### src/rtl/phy_sel_pkg.sv
package phy_sel_pkg;
  typedef enum logic {SRC_PHONE = 1'b0, SRC_TBT = 1'b1} src_e;
  localparam int ADDR_W = 5;
  typedef struct packed {
    logic force_serial;
    logic mii_sel;
    logic addr_hi;
  } strap_t;
endpackage

### src/rtl/strap_capture.sv
module strap_capture
  import phy_sel_pkg::*;
#(
  parameter int AW = ADDR_W
) (
  input  logic          clk,
  input  logic          rst_n,
  input  strap_t        pins,
  output logic          data_is_mii,
  output logic          mgmt_is_mdio,
  output logic [AW-1:0] addr_phone,
  output logic [AW-1:0] addr_tbt
);
  strap_t held_q;

  always_ff @(posedge clk) begin
    if (!rst_n) held_q <= pins;
  end

  assign data_is_mii  = !held_q.force_serial && held_q.mii_sel;
  assign mgmt_is_mdio = held_q.force_serial || held_q.mii_sel;

  always_comb begin
    addr_phone    = '0;
    addr_phone[1] = held_q.addr_hi;
    addr_tbt      = addr_phone;
    addr_tbt[0]   = 1'b1;
  end
endmodule

### src/rtl/src_decode.sv
module src_decode
  import phy_sel_pkg::*;
(
  input  logic pin_isolate,
  input  logic pin_src_sel,
  input  logic reg_iso_phone,
  input  logic reg_iso_tbt,
  output logic en,
  output src_e src,
  output logic legal
);
  logic managed;
  assign managed = pin_isolate && !pin_src_sel;

  always_comb begin
    if (managed) begin
      en    = reg_iso_phone ^ reg_iso_tbt;
      src   = reg_iso_phone ? SRC_TBT : SRC_PHONE;
      legal = reg_iso_phone || reg_iso_tbt;
    end else begin
      en    = !pin_isolate;
      src   = pin_src_sel ? SRC_TBT : SRC_PHONE;
      legal = 1'b1;
    end
  end
endmodule

### src/rtl/stream_mux.sv
module stream_mux #(
  parameter int DW = 8,
  parameter int N  = 2,
  localparam int SW = (N > 1) ? $clog2(N) : 1
) (
  input  logic          en,
  input  logic [SW-1:0] sel,
  input  logic [N-1:0]  in_valid,
  input  logic [DW-1:0] in_data [N],
  output logic [N-1:0]  in_ready,
  output logic          out_valid,
  output logic [DW-1:0] out_data,
  input  logic          out_ready
);
  for (genvar g = 0; g < N; g++) begin : g_rdy
    assign in_ready[g] = en && (sel == SW'(g)) && out_ready;
  end

  always_comb begin
    out_valid = 1'b0;
    out_data  = '0;
    for (int i = 0; i < N; i++) begin
      if (en && sel == SW'(i)) begin
        out_valid = in_valid[i];
        out_data  = in_data[i];
      end
    end
  end
endmodule

### src/rtl/phy_data_sel.sv
module phy_data_sel
  import phy_sel_pkg::*;
#(
  parameter int DW = 8
) (
  input  logic              clk,
  input  logic              rst_n,
  input  logic              cfg_force_serial,
  input  logic              cfg_mii_sel,
  input  logic              cfg_addr_hi,
  input  logic              pin_isolate,
  input  logic              pin_src_sel,
  input  logic              reg_iso_phone,
  input  logic              reg_iso_tbt,
  output logic              data_is_mii,
  output logic              mgmt_is_mdio,
  output logic [ADDR_W-1:0] addr_phone,
  output logic [ADDR_W-1:0] addr_tbt,
  output logic              src_sel,
  output logic              src_valid,
  output logic              out_en,
  output logic              cfg_error,
  input  logic              phone_valid,
  input  logic [DW-1:0]     phone_data,
  output logic              phone_ready,
  input  logic              tbt_valid,
  input  logic [DW-1:0]     tbt_data,
  output logic              tbt_ready,
  output logic              rx_valid,
  output logic [DW-1:0]     rx_data,
  input  logic              rx_ready
);
  strap_t strap_pins;
  assign strap_pins = '{force_serial: cfg_force_serial, mii_sel: cfg_mii_sel,
                        addr_hi: cfg_addr_hi};

  strap_capture #(.AW(ADDR_W)) u_strap (
    .clk(clk), .rst_n(rst_n), .pins(strap_pins),
    .data_is_mii(data_is_mii), .mgmt_is_mdio(mgmt_is_mdio),
    .addr_phone(addr_phone), .addr_tbt(addr_tbt)
  );

  logic dec_en, dec_legal;
  src_e dec_src;
  src_decode u_dec (
    .pin_isolate(pin_isolate), .pin_src_sel(pin_src_sel),
    .reg_iso_phone(reg_iso_phone), .reg_iso_tbt(reg_iso_tbt),
    .en(dec_en), .src(dec_src), .legal(dec_legal)
  );

  always_ff @(posedge clk) begin
    if (!rst_n) begin
      out_en    <= 1'b0;
      src_sel   <= 1'b0;
      src_valid <= 1'b0;
      cfg_error <= 1'b0;
    end else begin
      out_en    <= dec_en;
      src_sel   <= dec_src;
      src_valid <= dec_legal;
      if (!dec_legal)     cfg_error <= 1'b1;
      else if (cfg_error) cfg_error <= 1'b0;
    end
  end

  logic [DW-1:0] in_data [2];
  logic [1:0]    in_ready;
  assign in_data[0] = phone_data;
  assign in_data[1] = tbt_data;
  assign phone_ready = in_ready[0];
  assign tbt_ready   = in_ready[1];

  stream_mux #(.DW(DW), .N(2)) u_mux (
    .en(out_en), .sel(src_sel), .in_valid({tbt_valid, phone_valid}),
    .in_data(in_data), .in_ready(in_ready), .out_valid(rx_valid),
    .out_data(rx_data), .out_ready(rx_ready)
  );
endmodule

### config.mk
export PLATFORM = sky130hd
export DESIGN_NAME = phy_data_sel
export DESIGN_NICKNAME = d
export VERILOG_FILES = /design/src/rtl/phy_sel_pkg.sv /design/src/rtl/strap_capture.sv /design/src/rtl/src_decode.sv /design/src/rtl/stream_mux.sv /design/src/rtl/phy_data_sel.sv
export SDC_FILE = /design/constraint.sdc
export NUM_CORES = 1
export LEC_CHECK = 0
export BUFFER_PORTS_ARGS = -buffer_cell sky130_fd_sc_hd__buf_2
export CORE_MARGIN = 4
export CORE_UTILIZATION = 34
export CTS_BUF_LIST = sky130_fd_sc_hd__clkbuf_2 sky130_fd_sc_hd__clkbuf_4 sky130_fd_sc_hd__clkbuf_8
export DETAILED_ROUTE_END_ITERATION = 12
export PLACE_DENSITY_LB_ADDON = 0.25
export SLEW_MARGIN = 20
export SYNTH_ARGS = -nofsm -noshare
export SYNTH_HDL_FRONTEND = slang
export SYNTH_SLANG_ARGS = --single-unit
### constraint.sdc
create_clock -name clk -period 1.2 [get_ports clk]
set_input_delay 0.24 -clock clk [delete_from_list [all_inputs] [get_ports clk]]
set_output_delay 0.24 -clock clk [all_outputs]
set_load 0.03 [all_outputs]
==> qor.yml <==
outcome:
  status: "complete, but fails checks"
  violations: "setup timing"
timing:
  hold_viol_final: 0
  fin_crit_sh_pct: 120
  layout_setup_ws_ns: -0.245
  grt_setup_unrepaired: "true"
  slew_viol_final: 0
  fin_setup_tns_ns: -2.40
  final-setup-viol-count: 12
  fin_crit_ns: 1.44
  max_freq_mhz: 692
place:
  place.gp.congestion: 0.741
  dpl.cell_count: 110
  port_buffers: 46
  hpwlAfterDp_um: 1050
finish:
  area_growth_pct: 110
  insertedDiodeCount: 0
  drive_gt1_share_pct: 74.8
  finalNetCount: 133
  fillers: 80
  fin_util_pct: 78.0
  fin_cells: 118
detailed_routing:
  route.detailed.drc: 0
  dr.pass1.iters: 4
  wl_per_cell_um: 13.6
  drt_iter0_markers: 7
  drt_wl_total_um: 1600
  routed-via-count: 535
  vias_per_cell: 4.53
  ant_nets: 0
clock_tree:
  cts_num_sinks: 7
  cts_tree: "yes"
  cts_buffers: 3
  root_buffer: "clkbuf_4"
  hold_buffers: 0
  path_clk_slew_ns: 0.06
  cts_buffer_depth: 2
  h-tree-depth: 1
die:
  fp-row-count: 13
  initial_core_util_pct: 37.2
  die_area_um2: 2150
  die_x_um: 46.4
  core_um2: 1350
  die_y_um: 46.4
  ioPinCount: 55
synthesis:
  syn-instance-count: 55
  synth_top_cell_area_share_pct: 18.0
  synth_area_um2: 502
  synth_edf_count: 3
  synth_warnings: 0
  yosysTopAreaCell: "mux2i_1"
  async_reset_ff_share_pct: 0
  synthTopCellsByCount: "buf_4 (10), nor2b_1 (10), mux2i_1 (9)"
  synthFlopType: "dfxtp_1"
  synth_seq_area_share_pct: 33.9
  synth_area_leaders: "mux2i_1 (18%), edfxtp_1 (18%), dfxtp_1 (16%), buf_4 (15%), nor2b_1 (12%)"
  syn_area_per_cell_um2: 9.12
  ys_ff_latch: 7
  synth_cell_types: 18
power_and_ir_drop:
  p_leak_nw: 0.490
  p_per_area_nw_per_um2: 907
  ir_drop_mv: 0.649
  total_power_mw: 0.955
grt:
  antenna_found_initial: 0
  overflow: 0
  grt_pass1_vias: 526
  grt.total_usage_pct: 14.4
  grt_pass1_wl_um: 2190
  grt_max_degree: 13
worst_hold_path:
  hold_class: "in -> reg"
run:
  drv_cap: 0
worst_setup_path:
  cp-end-kind: "primary output"
  cp-start-kind: "flop"
  crit_start: "src_sel"
  worst_ep_required_time_ns: 0.96
  crit_type: "reg -> out"
  critPathArrivalTime_ns: 1.20
  worstPathMaxFanout: 5
  crit_end: "rx_data[3]"
## repair_timing
item / in CTS / in global routing
resized for setup: 45 / 6
buffers inserted: 3 / 1
endpoints found under the hold margin: 0 / 0
pin swaps: 0 / 2
endpoints found under the setup margin: 13 / 14
## cell usage in the layout, fill, tap and decap left out
cell / synthesis / final
nor2b_4: 0 / 9
clkbuf_4: 0 / 4
and3_4: 0 / 1
ha_1: 1 / 1
conb_1: 2 / 8
nor3_1: 1 / 1
nand2_1: 2 / 2
nand2b_1: 1 / 1
buf_4: 10 / 3
buf_2: 0 / 32
buf_6: 1 / 13
a21oi_1: 2 / 2
or2_4: 0 / 1
o21a_1: 1 / 1
buf_12: 0 / 2
edfxtp_1: 3 / 3
dfxtp_4: 0 / 2
nor2_4: 0 / 1
dfxtp_1: 4 / 2
mux2i_4: 0 / 9
inv_1: 3 / 3
nor2_1: 2 / 1
nor2b_1: 10 / 1
## area by class of cell
type	count	area (µm²)	area share [%]
multi-input cells	39	447	42.4
repair buffers	50	369	35.0
flip-flops and latches	7	178	16.9
clock buffers	4	30.0	2.85
well taps	15	18.8	1.78
inverters	3	11.3	1.07
## critical path: stages (launching register included)
cell     delay (ns)
dfxtp_4        0.37
buf_12         0.15
mux2i_4        0.25
nor2b_4        0.06
buf_6          0.13
## state kept, by name (all words and copies together) (netlist names)
name	count
src_sel	1
cfg_error	1
out_en	1
u_strap.held_q	2
u_strap.addr_phone	1
src_valid	1
## cells by family after synthesis
group           Yosys count  share of synthesized area [%]
buf+inv                  15                           20.2
flops                     7                           33.9
mux                       9                           18.0
fa+ha+maj                 1                           2.49
simple gates             18                           20.5
compound gates            3                           3.49
other cells               2                           1.50
## worst min-delay path by stage
| stage | startpoint | end | slack (ns) | cells past startpoint |
|---|---|---|---|---|
| floorplan | pin_src_sel | cfg_error | 0.32 | 1 |
| global placement | cfg_addr_hi | u_strap.addr_phone[1] | 0.42 | 1 |
| detailed placement | cfg_mii_sel | u_strap.held_q[1] | 0.42 | 1 |
| CTS | cfg_mii_sel | u_strap.held_q[1] | 0.15 | 1 |
| global route | cfg_addr_hi | u_strap.addr_phone[1] | 0.15 | 1 |
| finish | cfg_mii_sel | u_strap.held_q[1] | 0.16 | 1 |
## through the flow
| step | cell area (µm²) | setup slack (ns) | hold WS, ns |
|---|---|---|---|
| CTS | 1030 | -0.249 | 0.153 |
| detailed placement | 767 | -0.0587 | 0.420 |
| global placement | 767 | -0.0204 | 0.417 |
| global route | 1050 | -0.283 | 0.152 |
| floorplan | 609 | 0.00802 | 0.318 |
| finish | 1050 | -0.245 | 0.158 |
## metal layers
metal  up-vias  GRT usage, %  routed length [µm]
met5         -             0                   0
met3         2          3.13                 177
met4         0          5.11                   8
met1       240          14.4                 547
met2        35          28.3                 868
li1        258             -                   -
## power breakdown
group	leakage (nW)	switching [mW]	internal [mW]
logic	0.408	0.225	0.208
registers	0.0637	0.0181	0.265
clock network	0.0184	0.0899	0.150
No activity file was read; power rests on OpenSTA's default activity.
